==> config.mk <==
export PLATFORM = sky130hd
export DESIGN_NAME = thermal_trip_unit
export DESIGN_NICKNAME = d
export VERILOG_FILES = /design/src/rtl/thermtrip_pkg.sv /design/src/rtl/tt_level_detect.sv /design/src/rtl/tt_irq_status.sv /design/src/rtl/tt_history.sv /design/src/rtl/thermal_trip_unit.sv
export SDC_FILE = /design/constraint.sdc
export NUM_CORES = 1
export LEC_CHECK = 0
export ABC_AREA = 1
export BUFFER_PORTS_ARGS = -buffer_cell sky130_fd_sc_hd__clkbuf_2
export CAP_MARGIN = 0
export CORE_AREA = 4 4 113 115
export DETAILED_ROUTE_END_ITERATION = 10
export DIE_AREA = 0 0 117 119
export GPL_TIMING_DRIVEN = 0
export MAX_ROUTING_LAYER = met4
export PLACE_DENSITY = 0.76
export SYNTH_ARGS = -nofsm -noshare
export SYNTH_HDL_FRONTEND = slang
export SYNTH_SLANG_ARGS = --single-unit
==> constraint.sdc <==
create_clock -name clk -period 3.3 [get_ports clk]
set_input_delay 0.165 -clock clk [delete_from_list [all_inputs] [get_ports clk]]
set_output_delay 0.165 -clock clk [all_outputs]
set_load 0.01 [all_outputs]
==> src/rtl/thermtrip_pkg.sv <==
package thermtrip_pkg;
    localparam int CODE_W   = 8;
    localparam int LEVELS   = 4;
    localparam int HIST_D   = 4;
    localparam int GAIN_W   = 4;
    localparam int VREF_W   = 5;
    localparam int DATA_W   = 32;
    localparam int ADDR_W   = 8;
    localparam int TRIM_W   = 16;
    localparam int NIB      = 4;
    localparam int GAIN_LSB = 8;
    localparam int VREF_LSB = 24;

    localparam logic [ADDR_W-1:0] A_TRIM  = 8'h00;
    localparam logic [ADDR_W-1:0] A_CTRL  = 8'h20;
    localparam logic [ADDR_W-1:0] A_RDY   = 8'h28;
    localparam logic [ADDR_W-1:0] A_CUR   = 8'h40;
    localparam logic [ADDR_W-1:0] A_THR   = 8'h44;
    localparam logic [ADDR_W-1:0] A_OFS0  = 8'h50;
    localparam logic [ADDR_W-1:0] A_HIST0 = 8'h60;
    localparam logic [ADDR_W-1:0] A_EN    = 8'h70;
    localparam logic [ADDR_W-1:0] A_STAT  = 8'h74;
    localparam logic [ADDR_W-1:0] A_CLR   = 8'h78;

    typedef enum logic [1:0] {
        MODE_IDLE0 = 2'd0,
        MODE_IDLE1 = 2'd1,
        MODE_OFF   = 2'd2,
        MODE_ON    = 2'd3
    } core_mode_e;

    typedef struct packed {
        logic [VREF_W-1:0] vref;
        logic [GAIN_W-1:0] gain;
        core_mode_e        mode;
    } ctrl_t;

    function automatic logic [DATA_W-1:0] spread_nib(input logic [LEVELS-1:0] v);
        logic [DATA_W-1:0] r;
        r = '0;
        for (int i = 0; i < LEVELS; i++) r[i*NIB] = v[i];
        return r;
    endfunction

    function automatic logic [LEVELS-1:0] gather_nib(input logic [DATA_W-1:0] w);
        logic [LEVELS-1:0] r;
        for (int i = 0; i < LEVELS; i++) r[i] = w[i*NIB];
        return r;
    endfunction

    function automatic ctrl_t ctrl_unpack(input logic [DATA_W-1:0] w);
        ctrl_t c;
        c.mode = core_mode_e'(w[1:0]);
        c.gain = w[GAIN_LSB +: GAIN_W];
        c.vref = w[VREF_LSB +: VREF_W];
        return c;
    endfunction

    function automatic logic [DATA_W-1:0] ctrl_pack(input ctrl_t c);
        logic [DATA_W-1:0] w;
        w = '0;
        w[1:0] = c.mode;
        w[GAIN_LSB +: GAIN_W] = c.gain;
        w[VREF_LSB +: VREF_W] = c.vref;
        return w;
    endfunction
endpackage

==> src/rtl/tt_level_detect.sv <==
module tt_level_detect #(
    parameter int CODE_W = 8
) (
    input  logic              clk,
    input  logic              rst,
    input  logic              sample_vld,
    input  logic              arm,
    input  logic [CODE_W-1:0] sample_code,
    input  logic [CODE_W-1:0] base_code,
    input  logic [CODE_W-1:0] offset_code,
    output logic              set_pulse,
    output logic              hot_q
);
    localparam int SUM_W = CODE_W + 1;

    logic [SUM_W-1:0] trip_sum;
    logic             hot_now;

    always_comb begin
        trip_sum  = {1'b0, base_code} + {1'b0, offset_code};
        hot_now   = {1'b0, sample_code} > trip_sum;
        set_pulse = sample_vld && arm && hot_now && !hot_q;
    end

    always_ff @(posedge clk) begin
        if (rst)             hot_q <= 1'b0;
        else if (sample_vld) hot_q <= hot_now;
    end

    // a trip can only come from a sample above the shared base
    a_r6_above_base: assert property (@(posedge clk) disable iff (rst)
        set_pulse |-> (sample_code > base_code));

    // after a set, the level is remembered as hot
    a_r7_remember_hot: assert property (@(posedge clk) disable iff (rst)
        set_pulse |=> hot_q);
endmodule

==> src/rtl/tt_irq_status.sv <==
module tt_irq_status #(
    parameter int LEVELS = 4
) (
    input  logic              clk,
    input  logic              rst,
    input  logic [LEVELS-1:0] set_vec,
    input  logic [LEVELS-1:0] clr_vec,
    input  logic [LEVELS-1:0] en_vec,
    output logic [LEVELS-1:0] stat_q,
    output logic              irq
);
    always_ff @(posedge clk) begin
        if (rst) stat_q <= '0;
        else     stat_q <= set_vec | (stat_q & ~clr_vec);
    end

    assign irq = |(stat_q & en_vec);

    for (genvar g = 0; g < LEVELS; g++) begin : g_chk
        // sticky unless cleared
        a_r8_sticky: assert property (@(posedge clk) disable iff (rst)
            (stat_q[g] && !clr_vec[g]) |=> stat_q[g]);
        // a set in the same cycle as a clear wins
        a_r8_set_wins: assert property (@(posedge clk) disable iff (rst)
            set_vec[g] |=> stat_q[g]);
    end

    // irq never rises without an enabled pending level
    a_r9_irq_source: assert property (@(posedge clk) disable iff (rst)
        irq |-> ((stat_q & en_vec) != '0));
endmodule

==> src/rtl/tt_history.sv <==
module tt_history #(
    parameter int CODE_W = 8,
    parameter int DEPTH  = 4
) (
    input  logic                         clk,
    input  logic                         rst,
    input  logic                         shift_en,
    input  logic [CODE_W-1:0]            din,
    output logic [DEPTH-1:0][CODE_W-1:0] taps
);
    always_ff @(posedge clk) begin
        if (rst) taps[0] <= '0;
        else if (shift_en) taps[0] <= din;
    end

    for (genvar g = 1; g < DEPTH; g++) begin : g_stage
        always_ff @(posedge clk) begin
            if (rst) taps[g] <= '0;
            else if (shift_en) taps[g] <= taps[g-1];
        end
    end

    // newest tap holds the sample just strobed
    a_r11_newest: assert property (@(posedge clk) disable iff (rst)
        shift_en |=> (taps[0] == $past(din)));

    // no strobe, no movement
    a_r11_hold: assert property (@(posedge clk) disable iff (rst)
        !shift_en |=> $stable(taps[DEPTH-1]));
endmodule

==> src/rtl/thermal_trip_unit.sv <==
module thermal_trip_unit
    import thermtrip_pkg::*;
#(
    parameter int P_CODE_W = CODE_W,
    parameter int P_TRIM_W = TRIM_W
) (
    input  logic                clk,
    input  logic                rst,
    input  logic                sense_ready,
    input  logic [P_TRIM_W-1:0] trim_word,
    input  logic [P_CODE_W-1:0] temp_code,
    input  logic                temp_vld,
    input  logic [ADDR_W-1:0]   reg_addr,
    input  logic                reg_wen,
    input  logic [DATA_W-1:0]   reg_wdata,
    output logic [DATA_W-1:0]   reg_rdata,
    output logic                irq
);
    localparam int ADDR_STEP = 4;

    ctrl_t                  ctrl_q;
    logic [P_CODE_W-1:0]    thr_q;
    logic [P_CODE_W-1:0]    ofs_q [LEVELS];
    logic [LEVELS-1:0]      en_q;
    logic [P_CODE_W-1:0]    cur_q;

    logic                   cfg_we;
    logic                   core_on;
    logic [LEVELS-1:0]      eff_en;
    logic [LEVELS-1:0]      clr_vec;
    logic [LEVELS-1:0]      set_vec;
    logic [LEVELS-1:0]      hot_vec;
    logic [LEVELS-1:0]      stat_vec;
    logic [HIST_D-1:0][P_CODE_W-1:0] hist;

    assign cfg_we  = reg_wen && sense_ready;
    assign core_on = (ctrl_q.mode == MODE_ON);
    assign eff_en  = en_q & {LEVELS{core_on}};
    assign clr_vec = (reg_wen && reg_addr == A_CLR) ? gather_nib(reg_wdata) : '0;

    always_ff @(posedge clk) begin
        if (rst) begin
            ctrl_q <= '0;
            thr_q  <= '0;
            en_q   <= '0;
            for (int i = 0; i < LEVELS; i++) ofs_q[i] <= '0;
        end else if (cfg_we) begin
            if (reg_addr == A_CTRL) ctrl_q <= ctrl_unpack(reg_wdata);
            if (reg_addr == A_THR)  thr_q  <= reg_wdata[P_CODE_W-1:0];
            if (reg_addr == A_EN)   en_q   <= gather_nib(reg_wdata);
            for (int i = 0; i < LEVELS; i++)
                if (reg_addr == ADDR_W'(int'(A_OFS0) + ADDR_STEP*i))
                    ofs_q[i] <= reg_wdata[P_CODE_W-1:0];
        end
    end

    always_ff @(posedge clk) begin
        if (rst)           cur_q <= '0;
        else if (temp_vld) cur_q <= temp_code;
    end

    for (genvar g = 0; g < LEVELS; g++) begin : g_level
        tt_level_detect #(.CODE_W(P_CODE_W)) u_det (
            .clk         (clk),
            .rst         (rst),
            .sample_vld  (temp_vld),
            .arm         (core_on),
            .sample_code (temp_code),
            .base_code   (thr_q),
            .offset_code (ofs_q[g]),
            .set_pulse   (set_vec[g]),
            .hot_q       (hot_vec[g])
        );
    end

    tt_irq_status #(.LEVELS(LEVELS)) u_stat (
        .clk     (clk),
        .rst     (rst),
        .set_vec (set_vec),
        .clr_vec (clr_vec),
        .en_vec  (eff_en),
        .stat_q  (stat_vec),
        .irq     (irq)
    );

    tt_history #(.CODE_W(P_CODE_W), .DEPTH(HIST_D)) u_hist (
        .clk      (clk),
        .rst      (rst),
        .shift_en (temp_vld),
        .din      (temp_code),
        .taps     (hist)
    );

    always_comb begin
        reg_rdata = '0;
        case (reg_addr)
            A_TRIM: reg_rdata = DATA_W'(trim_word);
            A_CTRL: reg_rdata = ctrl_pack(ctrl_q);
            A_RDY:  reg_rdata = DATA_W'(sense_ready);
            A_CUR:  reg_rdata = DATA_W'(cur_q);
            A_THR:  reg_rdata = DATA_W'(thr_q);
            A_EN:   reg_rdata = spread_nib(eff_en);
            A_STAT: reg_rdata = spread_nib(stat_vec);
            default: begin
                for (int i = 0; i < LEVELS; i++)
                    if (reg_addr == ADDR_W'(int'(A_OFS0) + ADDR_STEP*i))
                        reg_rdata = DATA_W'(ofs_q[i]);
                for (int i = 0; i < HIST_D; i++)
                    if (reg_addr == ADDR_W'(int'(A_HIST0) + ADDR_STEP*i))
                        reg_rdata = DATA_W'(hist[i]);
            end
        endcase
    end

    // configuration frozen while the sensor is not ready
    a_r3_locked_thr: assert property (@(posedge clk) disable iff (rst)
        !sense_ready |=> $stable(thr_q));
    a_r3_locked_ctrl: assert property (@(posedge clk) disable iff (rst)
        !sense_ready |=> $stable(ctrl_q));

    // core off keeps the interrupt line quiet
    a_r10_off_quiet: assert property (@(posedge clk) disable iff (rst)
        !core_on |-> !irq);

    // current code follows the strobe
    a_r5_cur_tracks: assert property (@(posedge clk) disable iff (rst)
        temp_vld |=> (cur_q == $past(temp_code)));

    // no new status without a strobe
    a_r7_needs_strobe: assert property (@(posedge clk) disable iff (rst)
        !temp_vld |=> ((stat_vec & ~$past(stat_vec)) == '0));
endmodule

==> metrics.yaml <==
status:
  status: "complete, no violations"
clock_network:
  clk_pin_slew_ns: 0.07
  cts-buffers-inserted: 9
  root_buffer: "clkbuf_16"
  cts_resized: 0
  worstSkewPairLatency_ns: 0.34
  cts.sinks: 95
  cts_tree: "yes"
  post-cts-setup-buffer-count: 0
  ctsHoldBuffers: 0
  clockBufferDepth: 2
  htree_levels: 3
cells_and_area:
  nets: 1146
  syn_to_final_growth_pct: 13.6
  design_area_um2: 7560
  final_core_util_pct: 64.0
  antenna_cells: 0
  drive_gt1_share_pct: 14.1
setup_path:
  worst_setup_path_start_kind: "register"
  crit_buf_inv: 2
  cp_common_cell: "nand2_1"
  cp-end-kind: "register"
  crit_path_max_fanout: 6
  cp_top_family: "adder cells"
  slowest_delay_ns: 0.53
  arrival_ns: 3.31
  slowest_stage: "dfxtp_1"
  worstPathRequired_ns: 3.58
  critical_path_class: "reg -> reg"
  cp_cell_sequence: "inv_1 > fa_1 > inv_1 > a31oi_1 > xor2_1 > ha_1 > nand2_1 > nor2_1 > nand2_1 > nand3_1 > nand2_1 > nand2_1 > nand2_1 > nand2_1 > nand3_1 > a21oi_1"
routing:
  wl_per_cell_um: 17.2
  routed_wirelength_um: 19900
  first_pass_iters: 6
  drt-initial-drc-count: 722
  drt-vias-per-instance: 5.67
  vias: 6579
  drcViolationCount: 0
  ant_nets: 0
synth:
  ys_ff_latch: 95
  netlist_area_um2: 6660
  synthAdderAreaFrac_pct: 13.2
  synth_compound_area_share_pct: 13.1
  synth_cells: 912
  synth_mux_area_share_pct: 0
  synth_cell_types: 47
  synth.yosys.seq_area_share_pct: 33.4
  synthXorXnorAreaFrac_pct: 3.16
  yosysWarnings: 0
  synth.avg_cell_area_um2: 7.30
  synth_top_family_by_area: "simple AND/OR/NAND/NOR gates"
  synth-simple-area-share_pct: 28.1
global_route:
  grt_max_degree: 16
  antenna_found_initial: 0
  grt.total_usage_pct: 30.2
  first_global_vias: 6033
  grt-ovfl-total: 0
  grt_pass1_wl_um: 31200
floorplan:
  rows: 40
  die_h_um: 119
  start_util_pct: 56.4
  io_pins: 102
  fp.dieW_um: 117
  die_area_um2: 13900
  core-area_um2: 11800
timing:
  tns_ns: 0
  finalHoldViolations: 0
  finClkSkew_ns: 0.00758
  fin_crit_sh_pct: 91.9
  rsz0062_at_grt: "no"
  setup_viol: 0
  slew_viol_final: 0
  max_slew_margin_pct: 24.8
  tightest_slew_ns: 1.12
  max_freq_ghz: 0.330
  min_period_ns: 3.03
power:
  power_frac_comb_pct: 13.6
  ir_worst_vdd_mv: 0.234
  sw_frac_of_total_pct: 26.4
  p_seq_share_pct: 47.9
  power.share.clock_pct: 38.6
  intPower_w: 0.00199
  power_leakage_nw: 3.61
  p_per_area_nw_per_um2: 358
  netSwitchingPower_w: 0.000715
place:
  hpwlAfterDp_um: 15300
  postPlaceCellArea_um2: 7260
  port_buffers: 76
  gp_congestion: 0.983
flow_run:
  drv_cap: 0
hold_path:
  hp-class: "in -> reg"
[cell type report]
cell class / instances / area, um2
clock inverter: 3 / 20.0
sequential: 95 / 2220
timing repair buffer: 76 / 380
inverter: 114 / 428
clock buffer: 13 / 283
multi-input combinational: 684 / 3870
buffer: 29 / 171
fill: 1086 / 4250
tap: 147 / 184
[state kept, by name, summed over array words and instances, names as in the netlist]
register / count
ofs_q: 32
u_hist.taps: 32
ctrl_q: 11
thr_q: 8
en_q: 4
g_level.u_det.hot_q: 4
u_stat.stat_q: 4
[worst reg2reg max path, delay by kind of cell, from the launching register on]
family	cells	cell delay, ns
xor+xnor	1	0.16
flops	1	0.53
buf+inv	2	0.40
fa+ha+maj	2	0.83
compound gates	2	0.28
simple gates	9	0.79
[path summary, 6_finish.rpt]
check | start | endpoint | slack [ns] | depth (start not counted)
setup / recovery | thr_q[1]$_SDFFE_PP0P_ | u_stat.stat_q[3]$_SDFF_PP0_ | 0.27 | 16
hold / removal | reg_wdata[9] | ctrl_q[3]$_SDFFE_PP0P_ | 0.05 | 3
setup reg to reg | thr_q[1]$_SDFFE_PP0P_ | u_stat.stat_q[3]$_SDFF_PP0_ | 0.27 | 16
hold reg to reg | ctrl_q[10]$_SDFFE_PP0P_ | ctrl_q[10]$_SDFFE_PP0P_ | 0.46 | 2
[power groups by stage]
stage	Combinational, W	Clock [W]	Sequential (W)
floorplan	0.000239	0	0.00131
global placement	0.000356	0	0.00132
detailed placement	0.000362	0	0.00132
CTS	0.000364	0.00105	0.00129
global route	0.000418	0.00110	0.00130
finish	0.000368	0.00104	0.00130
[placed cells by master, fill, tap and decap left out, types with 4 or more instances in the layout]
cell | netlist | final
nand2_1 | 156 | 156
nor2_1 | 154 | 154
inv_1 | 104 | 104
o21ai_0 | 77 | 77
clkbuf_2 | 0 | 76
ha_1 | 64 | 64
a21oi_1 | 63 | 63
dfxtp_1 | 63 | 63
nand3_1 | 57 | 57
edfxtp_1 | 32 | 32
nand4_1 | 21 | 21
clkbuf_1 | 12 | 14
xor2_1 | 13 | 13
buf_4 | 12 | 12
xnor2_1 | 11 | 11
conb_1 | 1 | 11
clkbuf_16 | 0 | 11
inv_2 | 10 | 10
nor2_4 | 7 | 7
nor2_2 | 5 | 5
o211ai_1 | 4 | 4
a31oi_1 | 4 | 4
fa_1 | 4 | 4
[cells by family (layout without fill, tap and decap cells)]
logic type	after synthesis	in the layout
buffers and inverters	143	235
and+or+nand+nor	419	419
other	1	11
DFF	95	95
AOI/OAI and AO/OA	162	162
xor gates and xnor gates	24	24
adders and majority gates	68	68
[routing by layer]
metal | wire, um | part of all wire (%) | GRT usage (%) | vias up
li1 | - | - | - | 3200
met1 | 8530 | 43 | 40.7 | 2967
met2 | 8570 | 43 | 43.7 | 348
met3 | 1880 | 9.4 | 5.64 | 64
met4 | 951 | 4.8 | 14.1 | 0
met5 | 0 | 0 | - | -
[per-stage QoR]
stage | worst slack (ns) | total power [W] | hold slack (ns) | cells
5_1_grt | 0.0222 | 0.00281 | 0.0617 | 1161
6_report | 0.267 | 0.00271 | 0.0485 | 1161
3_3_place_gp | 0.357 | 0.00167 | 0.401 | 1145
2_1_floorplan | 0.957 | 0.00155 | 0.234 | 922
3_5_place_dp | 0.333 | 0.00168 | 0.408 | 1145
4_1_cts | 0.311 | 0.00271 | 0.0446 | 1161
[Yosys cell counts, drive strengths merged]
library cell | n | share of area [%]
a21o | 1 | 0.11
a21oi | 64 | 4.9
a221oi | 3 | 0.39
a22o | 3 | 0.39
a31oi | 4 | 0.38
and3 | 1 | 0.094
buf | 17 | 1.9
clkbuf | 12 | 0.68
conb | 1 | 0.056
dfxtp | 63 | 19
edfxtp | 32 | 14
fa | 4 | 1.2
ha | 64 | 12
inv | 114 | 6.4
nand2 | 159 | 9.2
nand3 | 61 | 5.0
nand3b | 1 | 0.11
nand4 | 22 | 2.2
nor2 | 167 | 11
nor3 | 3 | 0.47
o2111ai | 2 | 0.26
o211ai | 4 | 0.45
o21ai | 79 | 6.0
o21bai | 1 | 0.11
o311ai | 1 | 0.13
or2 | 5 | 0.47
xnor2 | 11 | 1.4
xor2 | 13 | 1.7
No activity file was read; power rests on OpenSTA's default activity.
